--- src/rtl/pps_sync_pfd.sv ---
module pps_sync_pfd #(
  parameter int CNT_W    = 24,
  parameter int HIGH_CYC = 1_000_000
) (
  input  logic                    clk,
  input  logic                    rst_n,
  input  logic                    ref_pps_i,
  input  logic                    arm_i,
  input  logic [CNT_W-1:0]        modulus_i,
  output logic                    loc_pps_o,
  output logic                    up_o,
  output logic                    dn_o,
  output logic signed [CNT_W:0]   diff_o,
  output logic                    diff_vld_o,
  output logic                    slip_o
);

  localparam logic [CNT_W-1:0] HIGH_W = CNT_W'(HIGH_CYC);
  localparam logic [CNT_W-1:0] IV_MAX = '1;

  typedef enum logic [1:0] {PD_IDLE, PD_UP, PD_DN} pd_t;

  logic             ref_q1, ref_q2, ref_d;
  logic             armed, running;
  logic [CNT_W-1:0] cnt, iv;
  pd_t              pd;

  wire ref_tick = ref_q1 & ~ref_q2;
  wire resync   = armed & ref_tick;
  wire loc_tick = running & (cnt == '0);
  wire ref_ev   = running & ref_d;
  wire wrap     = cnt >= modulus_i - 1'b1;
  wire [CNT_W-1:0] half   = modulus_i >> 1;
  wire [CNT_W-1:0] iv_inc = (iv == IV_MAX) ? iv : iv + 1'b1;

  assign loc_pps_o = running && (cnt < HIGH_W);
  assign up_o      = (pd == PD_UP);
  assign dn_o      = (pd == PD_DN);

  always_ff @(posedge clk) begin
    if (!rst_n) begin
      ref_q1     <= 1'b0;
      ref_q2     <= 1'b0;
      ref_d      <= 1'b0;
      armed      <= 1'b1;
      running    <= 1'b0;
      cnt        <= '0;
      iv         <= '0;
      pd         <= PD_IDLE;
      diff_o     <= '0;
      diff_vld_o <= 1'b0;
      slip_o     <= 1'b0;
    end else begin
      ref_q1 <= ref_pps_i;
      ref_q2 <= ref_q1;
      ref_d  <= ref_tick;

      if (arm_i)       armed <= 1'b1;
      else if (resync) armed <= 1'b0;

      if (resync) begin
        cnt     <= '0;
        running <= 1'b1;
      end else if (running) begin
        cnt <= wrap ? '0 : cnt + 1'b1;
      end

      diff_vld_o <= 1'b0;
      slip_o     <= 1'b0;
      if (resync) begin
        pd <= PD_IDLE;
      end else begin
        case (pd)
          PD_IDLE: begin
            if (ref_ev && loc_tick) begin
              diff_o     <= '0;
              diff_vld_o <= 1'b1;
            end else if (ref_ev) begin
              pd <= PD_UP;
              iv <= CNT_W'(1);
            end else if (loc_tick) begin
              pd <= PD_DN;
              iv <= CNT_W'(1);
            end
          end
          PD_UP: begin
            if (loc_tick) begin
              pd         <= PD_IDLE;
              diff_o     <= $signed({1'b0, iv});
              diff_vld_o <= 1'b1;
              slip_o     <= iv > half;
            end else begin
              iv <= iv_inc;
            end
          end
          PD_DN: begin
            if (ref_ev) begin
              pd         <= PD_IDLE;
              diff_o     <= -$signed({1'b0, iv});
              diff_vld_o <= 1'b1;
              slip_o     <= iv > half;
            end else begin
              iv <= iv_inc;
            end
          end
          default: pd <= PD_IDLE;
        endcase
      end
    end
  end

  a_r1_stopped_quiet: assert property (@(posedge clk) disable iff (!rst_n)
    !running |-> (!loc_pps_o && !up_o && !dn_o && !diff_vld_o));

  a_r2_resync_starts: assert property (@(posedge clk) disable iff (!rst_n)
    (resync && !arm_i) |=> (loc_pps_o && !armed && !up_o && !dn_o));

  a_r3_cnt_range: assert property (@(posedge clk) disable iff (!rst_n)
    (running && cnt < modulus_i && !resync) |=> ($stable(modulus_i) -> cnt < modulus_i));

  a_r5_up_closes: assert property (@(posedge clk) disable iff (!rst_n)
    ($fell(up_o) && !$past(resync)) |-> (diff_vld_o && diff_o > 0));

  a_r5_dn_closes: assert property (@(posedge clk) disable iff (!rst_n)
    ($fell(dn_o) && !$past(resync)) |-> (diff_vld_o && diff_o < 0));

  a_r7_slip_with_strobe: assert property (@(posedge clk) disable iff (!rst_n)
    slip_o |-> diff_vld_o);

  a_r5_strobe_single: assert property (@(posedge clk) disable iff (!rst_n)
    diff_vld_o |=> !diff_vld_o);

endmodule

--- config.mk ---
export PLATFORM = sky130hd
export DESIGN_NAME = pps_sync_pfd
export DESIGN_NICKNAME = d
export VERILOG_FILES = /design/src/rtl/pps_sync_pfd.sv
export SDC_FILE = /design/constraint.sdc
export NUM_CORES = 1
export LEC_CHECK = 0
export ABC_AREA = 0
export CORE_MARGIN = 5
export CORE_UTILIZATION = 35
export CTS_BUF_LIST = sky130_fd_sc_hd__clkbuf_8
export CTS_CLUSTER_DIAMETER = 50
export DETAILED_ROUTE_END_ITERATION = 7
export DONT_BUFFER_PORTS = 1
export GPL_ROUTABILITY_DRIVEN = 0
export PLACE_DENSITY = 0.54
export SYNTH_ARGS = -nofsm -noshare
export SYNTH_HDL_FRONTEND = slang
export SYNTH_SLANG_ARGS = --single-unit
export TNS_END_PERCENT = 1
--- constraint.sdc ---
create_clock -name clk -period 3.6 [get_ports clk]
set_input_delay 0.18 -clock clk [delete_from_list [all_inputs] [get_ports clk]]
set_output_delay 0.18 -clock clk [all_outputs]
set_load 0.02 [all_outputs]
==> flow_metrics.env <==
export IMPL_status="finished clean"
export IMPL_antenna_left=0
export IMPL_dp_hpwl_um=13590
export IMPL_design_power_total_uw=1950
export IMPL_fmax_mhz=307.6
export IMPL_remaining_drc_errors=0
export IMPL_place_inst=1006
export IMPL_start_util_pct=35.56
export IMPL_drtIter0Drc=402
export IMPL_drive_gt1_share_pct=7.241
export IMPL_cp_slowest_cell="or4_1"
export IMPL_crit_chain="or4_1, nor4_1, buf_4, nand3_1, nor3_1, xnor2_1, ha_1, nand4_1, nor3_1, nand2_1, o211ai_1, a21o_1, buf_12, nor2_1"
export IMPL_post_layout_nonfiller_instances=1026
export IMPL_cts_root_buffer="clkbuf_8"
export IMPL_dieArea_um2=20320
export IMPL_diodes=0
export IMPL_ys_flop_type="dfxtp_1"
export IMPL_intPower_uw=1364
export IMPL_final_hold_viol_count=0
export IMPL_top_layer="met4"
export IMPL_num_vias=5781
export IMPL_routed_wl_um=18150
export IMPL_synth_cell_type_count=65
export IMPL_p_comb_share_pct=15.9
export IMPL_p_per_area_nw_per_um2=290.8
export IMPL_synth_async_sr_flop_share_pct=0
export IMPL_synth_seq_cells=82
export IMPL_crit_family="simple AND/OR/NAND/NOR gates"
export IMPL_path_clk_slew_ps=90
export IMPL_globalRoute_totalOverflow=0
export IMPL_routed_wl_met2_um=8020
export IMPL_rr_worst_depth=9
export IMPL_synth_edff_count=0
export IMPL_die_height_um=142.6
export IMPL_rsz0062_at_grt="no"
export IMPL_wire_per_inst_um=17.69
export IMPL_fillers=1850
export IMPL_dpl_worst_slack_ps=-27.92
export IMPL_cts_htree_levels=3
export IMPL_wl_met1_um=9050
export IMPL_worstPathRequired_ps=3870
export IMPL_timing_rr_start="cnt[0]"
export IMPL_path_depth=14
export IMPL_route_met3_wl_um=863
export IMPL_track_usage_pct=18.12
export IMPL_r2r_setup_slack_ps=580
export IMPL_antenna_found_initial=1
export IMPL_yosysWarnings=0
export IMPL_portBuffers=0
export IMPL_io_pins=58
export IMPL_hold_path_end="iv[2]"
export IMPL_worstSetupPathType="in2reg"
export IMPL_fin_crit_sh_pct=90.31
export IMPL_fin_ws_ps=348.9
export IMPL_final_util_pct=38.77
export IMPL_layout_nets=880
export IMPL_min_period_ps=3251
export IMPL_cts_buffers=9
export IMPL_vdd_drop_max_mv=0.1501
export IMPL_cpPeakStageDelay_ps=610
export IMPL_clkPwrFrac_pct=36.7
export IMPL_grt_pass1_wl_um=29830
export IMPL_layout_common_cells="nand2_1, dfxtp_1, nor2_1, ha_1, inv_1"
export IMPL_layout_commonest_cell="nand2_1"
export IMPL_clkSinkCount=82
export IMPL_dr_pass1_iters=5
export IMPL_power_leakage_uw=0.002610
export IMPL_finalMaxSlewViolations=0
export IMPL_crit_top_cell="nor3_1"
export IMPL_p_sw_share_pct=30.07
export IMPL_area_growth_pct=9.032
export IMPL_viasPerCell=5.635
export IMPL_fp_coreArea_um2=17300
export IMPL_design_area_um2=6706
export IMPL_start_kind="input pin"
export IMPL_hold_depth=2
export IMPL_avgSynthCellArea_um2=7.679
export IMPL_path_max_fanout=18
export IMPL_num_rows=48
export IMPL_path_buf_inv=2
export IMPL_netSwitchingPower_uw=586.4
export IMPL_endpoint_kind="flop"
export IMPL_skew_ps=11.26
export IMPL_maxCapViolCount=0
export IMPL_slew_headroom_pct=33.67
export IMPL_synth_fp_nets=885
export IMPL_cp_arrival_ps=3520
export IMPL_clockBufferDepth=2
export IMPL_cts_tree="done"
export IMPL_cts_resized_gates=0
export IMPL_netlist_area_um2=6151
export IMPL_grt_max_degree=39
export IMPL_clk_latency_ps=380
export IMPL_synth_cells=801
export IMPL_setup_viol=0
export IMPL_hold_start="rst_n"
export IMPL_yosysSeqAreaShare_pct=26.69
export IMPL_power_frac_seq_pct=47.4
export IMPL_place_area_um2=6465
export IMPL_first_global_vias=5429
export IMPL_tightest_slew_ps=991.7
export IMPL_fp_dieW_um=142.6
export IMPL_hold_path_class="in2reg"
export IMPL_r2r_end="iv[18]"
## worst register-to-register path, stage by stage (launching register included)
cell      delay, ps
dfxtp_1         370
inv_1           110
ha_1            140
or4b_1          440
or3_1           480
o21ai_0         410
and3_1          430
buf_4           260
o311ai_0        150
o41ai_1         120
## cell families after synthesis
logic type	share of synthesized area, %
and+or+nand+nor	27.58
AOI/OAI and AO/OA	21.66
buffers and inverters	5.899
DFF	26.69
adders and majority gates	11.39
xor gates and xnor gates	6.123
muxes	0.6510
## layout make-up
class	instances	area, um^2	share of cell area (%)
Clock buffer	10	137.6	2.052
Sequential cell	82	1642	24.48
Tap cell	225	281.5	4.198
Clock inverter	6	63.81	0.9515
Multi-Input combinational cell	625	4146	61.83
Inverter	46	172.7	2.575
Timing Repair Buffer	32	262.8	3.918
## metal layers
layer | vias up | global-route usage [%]
li1 | 2959 | -
met1 | 2707 | 26.41
met2 | 103 | 27.25
met3 | 12 | 3.427
met4 | 0 | 5.003
met5 | - | 0
## per-stage QoR
stage	TNS (ps)	hold slack (ps)
after floorplan	0	278.6
after global placement	0	281.7
after detailed placement	-423.2	285.8
after CTS	0	7.198
after global routing	0	6.128
final	0	22.58
## synthesized netlist by cell type, types with 16 or more instances
| library cell | n | area share, % |
|---|---|---|
| nand2_1 | 83 | 5.1 |
| dfxtp_1 | 82 | 27 |
| nor2_1 | 66 | 4.0 |
| ha_1 | 56 | 11 |
| inv_1 | 45 | 2.7 |
| a21oi_1 | 44 | 3.6 |
| clkbuf_1 | 41 | 2.5 |
| o21ai_0 | 37 | 3.0 |
| xnor2_1 | 36 | 5.1 |
| nand3_1 | 34 | 2.8 |
| nand4_1 | 28 | 2.8 |
| nor3_1 | 20 | 1.6 |
| and3_1 | 17 | 1.7 |
| nor4_1 | 16 | 1.6 |
## sequential cells by signal, indices dropped and copies added, names as in the netlist
name and cells:
diff_o 25, cnt 24, iv 24, pd 2, armed 1, diff_vld_o 1, ref_d 1, ref_q1 1
ref_q2 1, running 1, slip_o 1
## power by group through the flow
stage | Combinational (uW) | Sequential (uW) | Clock, uW
4_1_cts | 309 | 925 | 739
3_5_place_dp | 298 | 946 | 0
2_1_floorplan | 220 | 942 | 0
3_3_place_gp | 300 | 946 | 0
6_report | 309 | 925 | 716
5_1_grt | 348 | 927 | 774
## timing repair
item | 4_1_cts | 5_1_grt
hold endpoints to repair | 22 | 0
hold buffers | 4 | 0
buffers inserted | 0 | 0
## worst max-delay path by stage
stage	slack [ps]	to	start
after CTS	380	cnt[6]	modulus_i[6]
after detailed placement	-30	cnt[14]	modulus_i[6]
after floorplan	210	cnt[13]	modulus_i[6]
after global placement	110	cnt[2]	modulus_i[6]
final	350	cnt[16]	modulus_i[6]
after global routing	10	cnt[14]	modulus_i[6]
(Power assumes the default switching activity.)
